===== src/rtl/disp_pwr_pkg.sv =====
package disp_pwr_pkg;
  typedef enum logic [1:0] {
    PM_SAVE = 2'b00,
    PM_RSVD = 2'b01,
    PM_DOZE = 2'b10,
    PM_NORM = 2'b11
  } pmode_e;

  typedef enum logic {
    SQ_RUN   = 1'b0,
    SQ_DRAIN = 1'b1
  } seq_st_e;
endpackage


===== src/rtl/disp_pwr_cfg.sv =====
module disp_pwr_cfg
  import disp_pwr_pkg::*;
(
  input  logic       clk_i,
  input  logic       rst_ni,
  input  logic       we_i,
  input  logic [1:0] wdata_i,
  output logic [1:0] rdbk_o,
  output logic       err_o,
  output pmode_e     pend_o
);
  logic [1:0] rdbk_q;
  logic       err_q;
  pmode_e     pend_q;

  always_ff @(posedge clk_i or negedge rst_ni) begin
    if (!rst_ni) begin
      rdbk_q <= PM_NORM;
      err_q  <= 1'b0;
      pend_q <= PM_NORM;
    end else if (we_i) begin
      rdbk_q <= wdata_i;
      if (wdata_i == PM_RSVD) err_q <= 1'b1;
      else                    pend_q <= pmode_e'(wdata_i);
    end
  end

  assign rdbk_o = rdbk_q;
  assign err_o  = err_q;
  assign pend_o = pend_q;
endmodule


===== src/rtl/disp_pwr_seq.sv =====
module disp_pwr_seq
  import disp_pwr_pkg::*;
(
  input  logic   clk_i,
  input  logic   rst_ni,
  input  logic   frame_start_i,
  input  logic   fetch_done_i,
  input  pmode_e pend_i,
  output pmode_e eff_o,
  output logic   fetch_en_o
);
  seq_st_e st_q;
  pmode_e  eff_q, tgt_q;

  always_ff @(posedge clk_i or negedge rst_ni) begin
    if (!rst_ni) begin
      st_q  <= SQ_RUN;
      eff_q <= PM_NORM;
      tgt_q <= PM_NORM;
    end else begin
      unique case (st_q)
        SQ_RUN: begin
          if (frame_start_i && pend_i != eff_q) begin
            if (eff_q == PM_NORM) begin
              // fetch must drain before gating
              st_q  <= SQ_DRAIN;
              tgt_q <= pend_i;
            end else begin
              eff_q <= pend_i;
            end
          end
        end
        SQ_DRAIN: begin
          if (fetch_done_i) begin
            eff_q <= tgt_q;
            st_q  <= SQ_RUN;
          end
        end
        default: st_q <= SQ_RUN;
      endcase
    end
  end

  assign eff_o      = eff_q;
  assign fetch_en_o = (st_q == SQ_RUN) && (eff_q == PM_NORM);
endmodule


===== src/rtl/disp_pwr_mux.sv =====
module disp_pwr_mux
  import disp_pwr_pkg::*;
#(
  parameter int DATA_W        = 12,
  parameter int NUM_CTL       = 4,
  parameter int START_W       = 10,
  parameter int CTL_START_IDX = 1
) (
  input  pmode_e             eff_i,
  input  logic               am_i,
  input  logic               pol_shift_i,
  input  logic               pol_line_i,
  input  logic               pol_frame_i,
  input  logic [START_W-1:0] ctl_start_i,
  input  logic [DATA_W-1:0]  raw_data_i,
  input  logic               raw_shift_i,
  input  logic               raw_line_i,
  input  logic               raw_frame_i,
  input  logic               raw_drdy_i,
  input  logic [NUM_CTL-1:0] raw_ctl_i,
  output logic [DATA_W-1:0]  pin_data_o,
  output logic               pin_shift_o,
  output logic               pin_line_o,
  output logic               pin_frame_o,
  output logic               pin_drdy_o,
  output logic [NUM_CTL-1:0] pin_ctl_o
);
  logic idle_shift, idle_line, idle_frame;
  logic save, doze;

  assign idle_shift = am_i & pol_shift_i;
  assign idle_line  = am_i & pol_line_i;
  assign idle_frame = am_i & pol_frame_i;
  assign save       = (eff_i == PM_SAVE);
  assign doze       = (eff_i == PM_DOZE);

  always_comb begin
    pin_data_o  = raw_data_i;
    pin_shift_o = raw_shift_i;
    pin_line_o  = raw_line_i;
    pin_frame_o = raw_frame_i;
    pin_drdy_o  = raw_drdy_i;
    if (save || doze) begin
      pin_data_o  = '0;
      pin_shift_o = idle_shift;
    end
    if (save) begin
      pin_line_o  = idle_line;
      pin_frame_o = idle_frame;
      pin_drdy_o  = 1'b0;
    end
  end

  for (genvar g = 0; g < NUM_CTL; g++) begin : g_ctl
    logic park;
    if (g == CTL_START_IDX) begin : g_start
      assign park = |ctl_start_i;
    end else begin : g_low
      assign park = 1'b0;
    end
    assign pin_ctl_o[g] = save ? park : raw_ctl_i[g];
  end
endmodule


===== src/rtl/disp_pwr_gate.sv =====
module disp_pwr_gate
  import disp_pwr_pkg::*;
#(
  parameter int DATA_W  = 12,
  parameter int NUM_CTL = 4,
  parameter int START_W = 10
) (
  input  logic               clk_i,
  input  logic               rst_ni,
  input  logic               cfg_we_i,
  input  logic [1:0]         cfg_mode_i,
  output logic [1:0]         cfg_mode_o,
  output logic               cfg_err_o,
  input  logic               cfg_am_i,
  input  logic               cfg_pol_shift_i,
  input  logic               cfg_pol_line_i,
  input  logic               cfg_pol_frame_i,
  input  logic [START_W-1:0] cfg_ctl_start_i,
  input  logic               frame_start_i,
  input  logic               fetch_done_i,
  output logic               fetch_en_o,
  input  logic [DATA_W-1:0]  raw_data_i,
  input  logic               raw_shift_i,
  input  logic               raw_line_i,
  input  logic               raw_frame_i,
  input  logic               raw_drdy_i,
  input  logic [NUM_CTL-1:0] raw_ctl_i,
  output logic [DATA_W-1:0]  pin_data_o,
  output logic               pin_shift_o,
  output logic               pin_line_o,
  output logic               pin_frame_o,
  output logic               pin_drdy_o,
  output logic [NUM_CTL-1:0] pin_ctl_o
);
  localparam int CtlStartIdx = (NUM_CTL > 1) ? 1 : 0;

  pmode_e pend_mode;
  pmode_e eff_mode;

  disp_pwr_cfg u_cfg (
    .clk_i  (clk_i),
    .rst_ni (rst_ni),
    .we_i   (cfg_we_i),
    .wdata_i(cfg_mode_i),
    .rdbk_o (cfg_mode_o),
    .err_o  (cfg_err_o),
    .pend_o (pend_mode)
  );

  disp_pwr_seq u_seq (
    .clk_i        (clk_i),
    .rst_ni       (rst_ni),
    .frame_start_i(frame_start_i),
    .fetch_done_i (fetch_done_i),
    .pend_i       (pend_mode),
    .eff_o        (eff_mode),
    .fetch_en_o   (fetch_en_o)
  );

  disp_pwr_mux #(
    .DATA_W       (DATA_W),
    .NUM_CTL      (NUM_CTL),
    .START_W      (START_W),
    .CTL_START_IDX(CtlStartIdx)
  ) u_mux (
    .eff_i      (eff_mode),
    .am_i       (cfg_am_i),
    .pol_shift_i(cfg_pol_shift_i),
    .pol_line_i (cfg_pol_line_i),
    .pol_frame_i(cfg_pol_frame_i),
    .ctl_start_i(cfg_ctl_start_i),
    .raw_data_i (raw_data_i),
    .raw_shift_i(raw_shift_i),
    .raw_line_i (raw_line_i),
    .raw_frame_i(raw_frame_i),
    .raw_drdy_i (raw_drdy_i),
    .raw_ctl_i  (raw_ctl_i),
    .pin_data_o (pin_data_o),
    .pin_shift_o(pin_shift_o),
    .pin_line_o (pin_line_o),
    .pin_frame_o(pin_frame_o),
    .pin_drdy_o (pin_drdy_o),
    .pin_ctl_o  (pin_ctl_o)
  );
endmodule


===== config.mk =====
export PLATFORM = sky130hd
export DESIGN_NAME = disp_pwr_gate
export DESIGN_NICKNAME = d
export VERILOG_FILES = /design/src/rtl/disp_pwr_pkg.sv /design/src/rtl/disp_pwr_cfg.sv /design/src/rtl/disp_pwr_seq.sv /design/src/rtl/disp_pwr_mux.sv /design/src/rtl/disp_pwr_gate.sv
export SDC_FILE = /design/constraint.sdc
export NUM_CORES = 1
export LEC_CHECK = 0
export ABC_AREA = 0
export BUFFER_PORTS_ARGS = -buffer_cell sky130_fd_sc_hd__buf_2
export CAP_MARGIN = 20
export CORE_MARGIN = 10
export CORE_UTILIZATION = 37
export CTS_BUF_LIST = sky130_fd_sc_hd__clkbuf_4
export DETAILED_ROUTE_END_ITERATION = 6
export PLACE_DENSITY = 0.93
export SETUP_SLACK_MARGIN = 0.15
export SLEW_MARGIN = 40
export SYNTH_ARGS = -nofsm -noshare
export SYNTH_HDL_FRONTEND = slang
export SYNTH_SLANG_ARGS = --single-unit

===== constraint.sdc =====
create_clock -name clk_i -period 3.33 [get_ports clk_i]
set_clock_uncertainty 0.05 [all_clocks]
set_input_delay 0.4995 -clock clk_i [delete_from_list [all_inputs] [get_ports clk_i]]
set_output_delay 0.4995 -clock clk_i [all_outputs]
set_load 0.01 [all_outputs]

### Word-level counts from Yosys, hierarchy flattened

Index checks and enable logic that the tools add are counted.

| word-level totals | value |
|---|---|
| flip-flop bits (word level) | 10 |
| logic and storage cells | 44 |
| output and inout port bits | 24 |

| operators by class | value |
|---|---|
| bitwise logic cells | 5 |
| equality and inequality tests | 7 |
| muxes and demuxes | 17 |
| reduce and logical (&&, ||, !) cells | 9 |

Operators with widths:

| kind | count |
|---|---|
| 2-to-1 mux 12 bit | 1 |
| 2-to-1 mux 1 bit | 11 |
| OR reduction 10 bit | 1 |
| 2-to-1 mux 2 bit | 3 |
| AND reduction 3 bit | 2 |
| == test 2 bit, second input constant | 2 |
| inequality test 2 bit, second input constant | 2 |
| case mux 2 bit (2 select lines) | 1 |
| AND reduction 2 bit | 2 |
| AND 1 bit | 3 |
| == test 2 x 1 -> 1 bit, second input constant | 1 |
| logical AND 1 bit | 2 |
| logical NOT 2 bit | 1 |
| inequality test 2 x 1 -> 1 bit, second input constant | 1 |
| inequality test 2 bit | 1 |
| inverter 1 bit | 2 |
| case mux 1 bit (2 select lines) | 1 |
| logical OR 1 bit | 1 |

### Longest topological paths before layout

| logic depth | value |
|---|---|
| depth after elaboration | 4 |
| depth in mapped cells | 4 |

### By module

From an unflattened synthesis, not the netlist that was laid out.

| second synthesis, totals | value |
|---|---|
| cell total of the unflattened synthesis | 66 |
| area, all modules | 624.3 µm² |

Modules (own cells, without submodules):

| module | cells an instance | times used | area each (µm²) | seq. area each (µm²) |
|---|---|---|---|---|
| disp_pwr_seq | 20 | 1 | 245.2 | 130.1 |
| disp_pwr_cfg | 14 | 1 | 193.9 | 130.1 |
| disp_pwr_mux | 32 | 1 | 185.2 | 0.0 |

### Least setup slack after synthesis

Ideal clock, no wire load.

| timing path | value |
|---|---|
| kind | input -> output |
| from | input cfg_ctl_start_i[7] |
| to | output pin_ctl_o[1] |
| path slack | 1.528 ns |
| path buffers | 0 |
| data required time | 2.780 ns |
| data arrival time | 1.252 ns |
| stages | 3 |
| cell sequence | or4_4 -> nor3_2 -> a31oi_1 |

| on the way | value |
|---|---|
| cells in the longest elaborated chain, start to end | 2 |

Ends and longest elaborated chain:

| element | RTL line | text |
|---|---|---|
| start, declared | disp_pwr_gate.sv:18 | `input logic [START_W-1:0] cfg_ctl_start_i,` |
| OR reduction 10 bit | disp_pwr_mux.sv:57 | `assign park = \|ctl_start_i;` |
| 2-to-1 mux 1 bit | disp_pwr_mux.sv:61 | `assign pin_ctl_o[g] = save ? park : raw_ctl_i[g];` |
| end, declared | disp_pwr_gate.sv:33 | `output logic [NUM_CTL-1:0] pin_ctl_o` |

Every way passes these cells.

### Final worst setup path

Same ends and word-level chain as after synthesis.

==> results.toml <==
[clock_network]
cts_buffers = 3
h-tree-depth = 1
clkSinkCount = 10
cts_hold_buf = 0
cts_buffer_depth = 2
cts.reportedPaths.clkPinSlew_ns = 0.06
cts_tree = "yes"
cts_resized = 0
post_cts_buffers = 0
worstSkewPairLatency_ns = 0.26
cts_root_buffer = "clkbuf_4"

[drt]
wire_per_inst_um = 14.86
vias_per_cell = 4.926
drt_wl_total_um = 2407
drtIter0Drc = 26
ant_nets = 0
first_pass_iters = 2
dr_total_vias = 798
drc_errors = 0

[global_route]
grt_max_degree = 23
grt_util_all_layers_pct = 11.55
antenna_found_initial = 0
grt_pass1_wl_um = 3374
grt_overflow = 0
grt_pass1_vias = 802

[synthesis]
syn_area_um2 = 653.1
ys_top_cells_by_count = "12 x and2_1, 8 x dfstp_2, 7 x nand2_1"
ys_top_cells_by_area = "dfstp_2 32%, and2_1 11%, dfrtp_1 7.7%"
ys_warn_count = 0
synth-edff-count = 0
ys.flop_type = "dfstp_2"
yosys.area.top_type_share_pct = 32.18
syn_area_per_cell_um2 = 8.947
synth-seq-cells = 10
synth-async-reset-ratio_pct = 100.0
yosysMostFrequentCell = "and2_1"
ys_seq_area_share_pct = 39.85
synth_cells = 73
yosys.area.top_type = "dfstp_2"
synth_nets = 114
yosysUniqueCellTypes = 31

[power_and_ir_drop]
cellPowerDensity_nw_per_um2 = 618.8
max-vdd-ir-drop_mv = 0.3521
p_leak_uw = 0.0005374

[finish]
final_nets = 180
multi_input_area_um2 = 367.9
syn_to_final_growth_pct = 55.17
seqCellArea_um2 = 260.3
fillers = 157
drive_gt1_share_pct = 60.58
stdcell_area_um2 = 1013
n_antenna_cell = 0

[floorplanning]
die_area_um2 = 3846
die_h_um = 62.02
start_util_pct = 38.24
ios = 65
coreArea_um2 = 1708
fp.dieW_um = 62.02
num_rows = 15

[worst_setup_path]
path_class = "in2out"
critPathSlowestCell = "or4_4"
crit_chain = "buf_2 > or4_4 > nor3_2 > a31oi_1 > buf_2"
worst_setup_path_start_kind = "input pin"
critical_path_required_ns = 2.78
cp_top_family = "simple AND/OR/NAND/NOR gates"
r2r_setup_slack_ns = 2.01
max_stage_delay_ns = 0.52
crit_path_max_fanout = 1
cp.arrival_ns = 1.46
cpMostUsedCell = "buf_2"
crit_path_end_kind = "primary output"
worst-path-buf-inv = 2

[place]
pre_cts_ws_ns = 1.306
hpwlAfterDp_um = 2159
gp_congestion = 0.7305
port_buffers = 64
placed_area_um2 = 991.0

[sta]
setup_viol = 0
clock.fmax_mhz = 496.5
worst_pin_slew_ns = 0.2769
postLayoutSetupSlackWorst_ns = 1.316
finalSetupTns_ns = 0
hold_viol_final = 0
fin_crit_sh_pct = 60.48
slew_viol_final = 0
timing.slew.headroom_pct = 81.52
rsz0062_at_grt = "no"
period_needed_ns = 2.014

[outcome]
status = "complete, no violations"

[flow_run]
drv_cap = 0

[hold_path]
min_path_type = "in2async"
cell families (layout without fill, tap and decap cells):
| group | count (synthesis) | after routing | synth area share, % |
|---|---|---|---|
| simple gates | 36 | 36 | 32.76 |
| mux | 4 | 4 | 6.705 |
| compound gates | 16 | 16 | 15.52 |
| buf+inv | 6 | 70 | 3.829 |
| flops | 10 | 10 | 39.85 |
| xor+xnor | 1 | 1 | 1.341 |
path summary, 6_finish.rpt:
| kind | start | to | cells after the start |
|---|---|---|---|
| setup / recovery | cfg_ctl_start_i[7] | pin_ctl_o[1] | 5 |
| hold / removal | rst_ni | u_cfg.err_o | 1 |
| setup reg to reg | u_seq.eff_o[0] | u_seq.tgt_q[1] | 2 |
| hold reg to reg | u_cfg.rdbk_o[0] | u_cfg.rdbk_o[0] | 2 |
| max in group asynchronous | rst_ni | u_cfg.pend_o[0] | 1 |
| min in group clk_i | cfg_mode_i[0] | u_cfg.pend_o[0] | 3 |
registers in the layout, summed over array words and instances, names as in the netlist:
| signal | cells |
|---|---|
| u_seq.st_q | 1 |
| u_seq.eff_o | 2 |
| u_cfg.pend_o | 2 |
| u_cfg.err_o | 1 |
| u_cfg.rdbk_o | 2 |
| u_seq.tgt_q | 2 |
final cells by class:
class	count	share of cell area (%)
clock buffers	3	2.222
inverters	3	1.111
multi-input cells	57	36.30
flip-flops and latches	10	25.68
well taps	25	3.086
repair buffers	64	31.60
where the power goes:
group          switching (uW)  internal [uW]  total (uW)  leakage [uW]
Sequential               61.0            180         241      0.000106
Clock                    35.1           41.4        76.5     0.0000138
Combinational             153            157         310      0.000417
Total                     249            378         627      0.000537
metrics by stage:
stage	hold WS, ns	total power (uW)	utilization (%)	instances
CTS	0.03540	639.6	59.34	162
detailed placement	0.3185	559.5	58.02	159
global route	0.03674	683.3	59.34	162
floorplan	0.1539	423.8	-	73
finish	0.03633	627.1	59.34	162
global placement	0.3068	541.9	58.02	159
layout by cell type (no fill, tap or decap), drive strengths merged:
cell type / instances
a31oi: 1
o21ai: 5
a21oi: 5
and2: 12
nor2b: 5
xnor2: 1
o21bai: 1
clkbuf: 3
or4: 1
a22o: 1
a21bo: 1
a221oi: 1
nand3: 2
nand3b: 1
nand2: 7
nor4: 1
nor2: 3
mux2i: 1
or2b: 1
inv: 3
dfstp: 8
and3: 1
nor3: 1
nand4: 1
mux2: 3
a311o: 1
dfrtp: 2
buf: 64
layer usage:
metal	up-vias	wire [um]	GRT usage [%]
met2	66	1042	20.61
met3	8	523	6.504
met5	-	0	0
li1	381	-	-
met4	0	58	7.643
met1	343	782	9.496
worst reg2reg max path: cells and delay by family, from the launching register on:
family	cells	cell delay [ns]
DFF	1	0.69
muxes	1	0.31
and+or+nand+nor	1	0.20
Power figures use the tool's default switching activity.
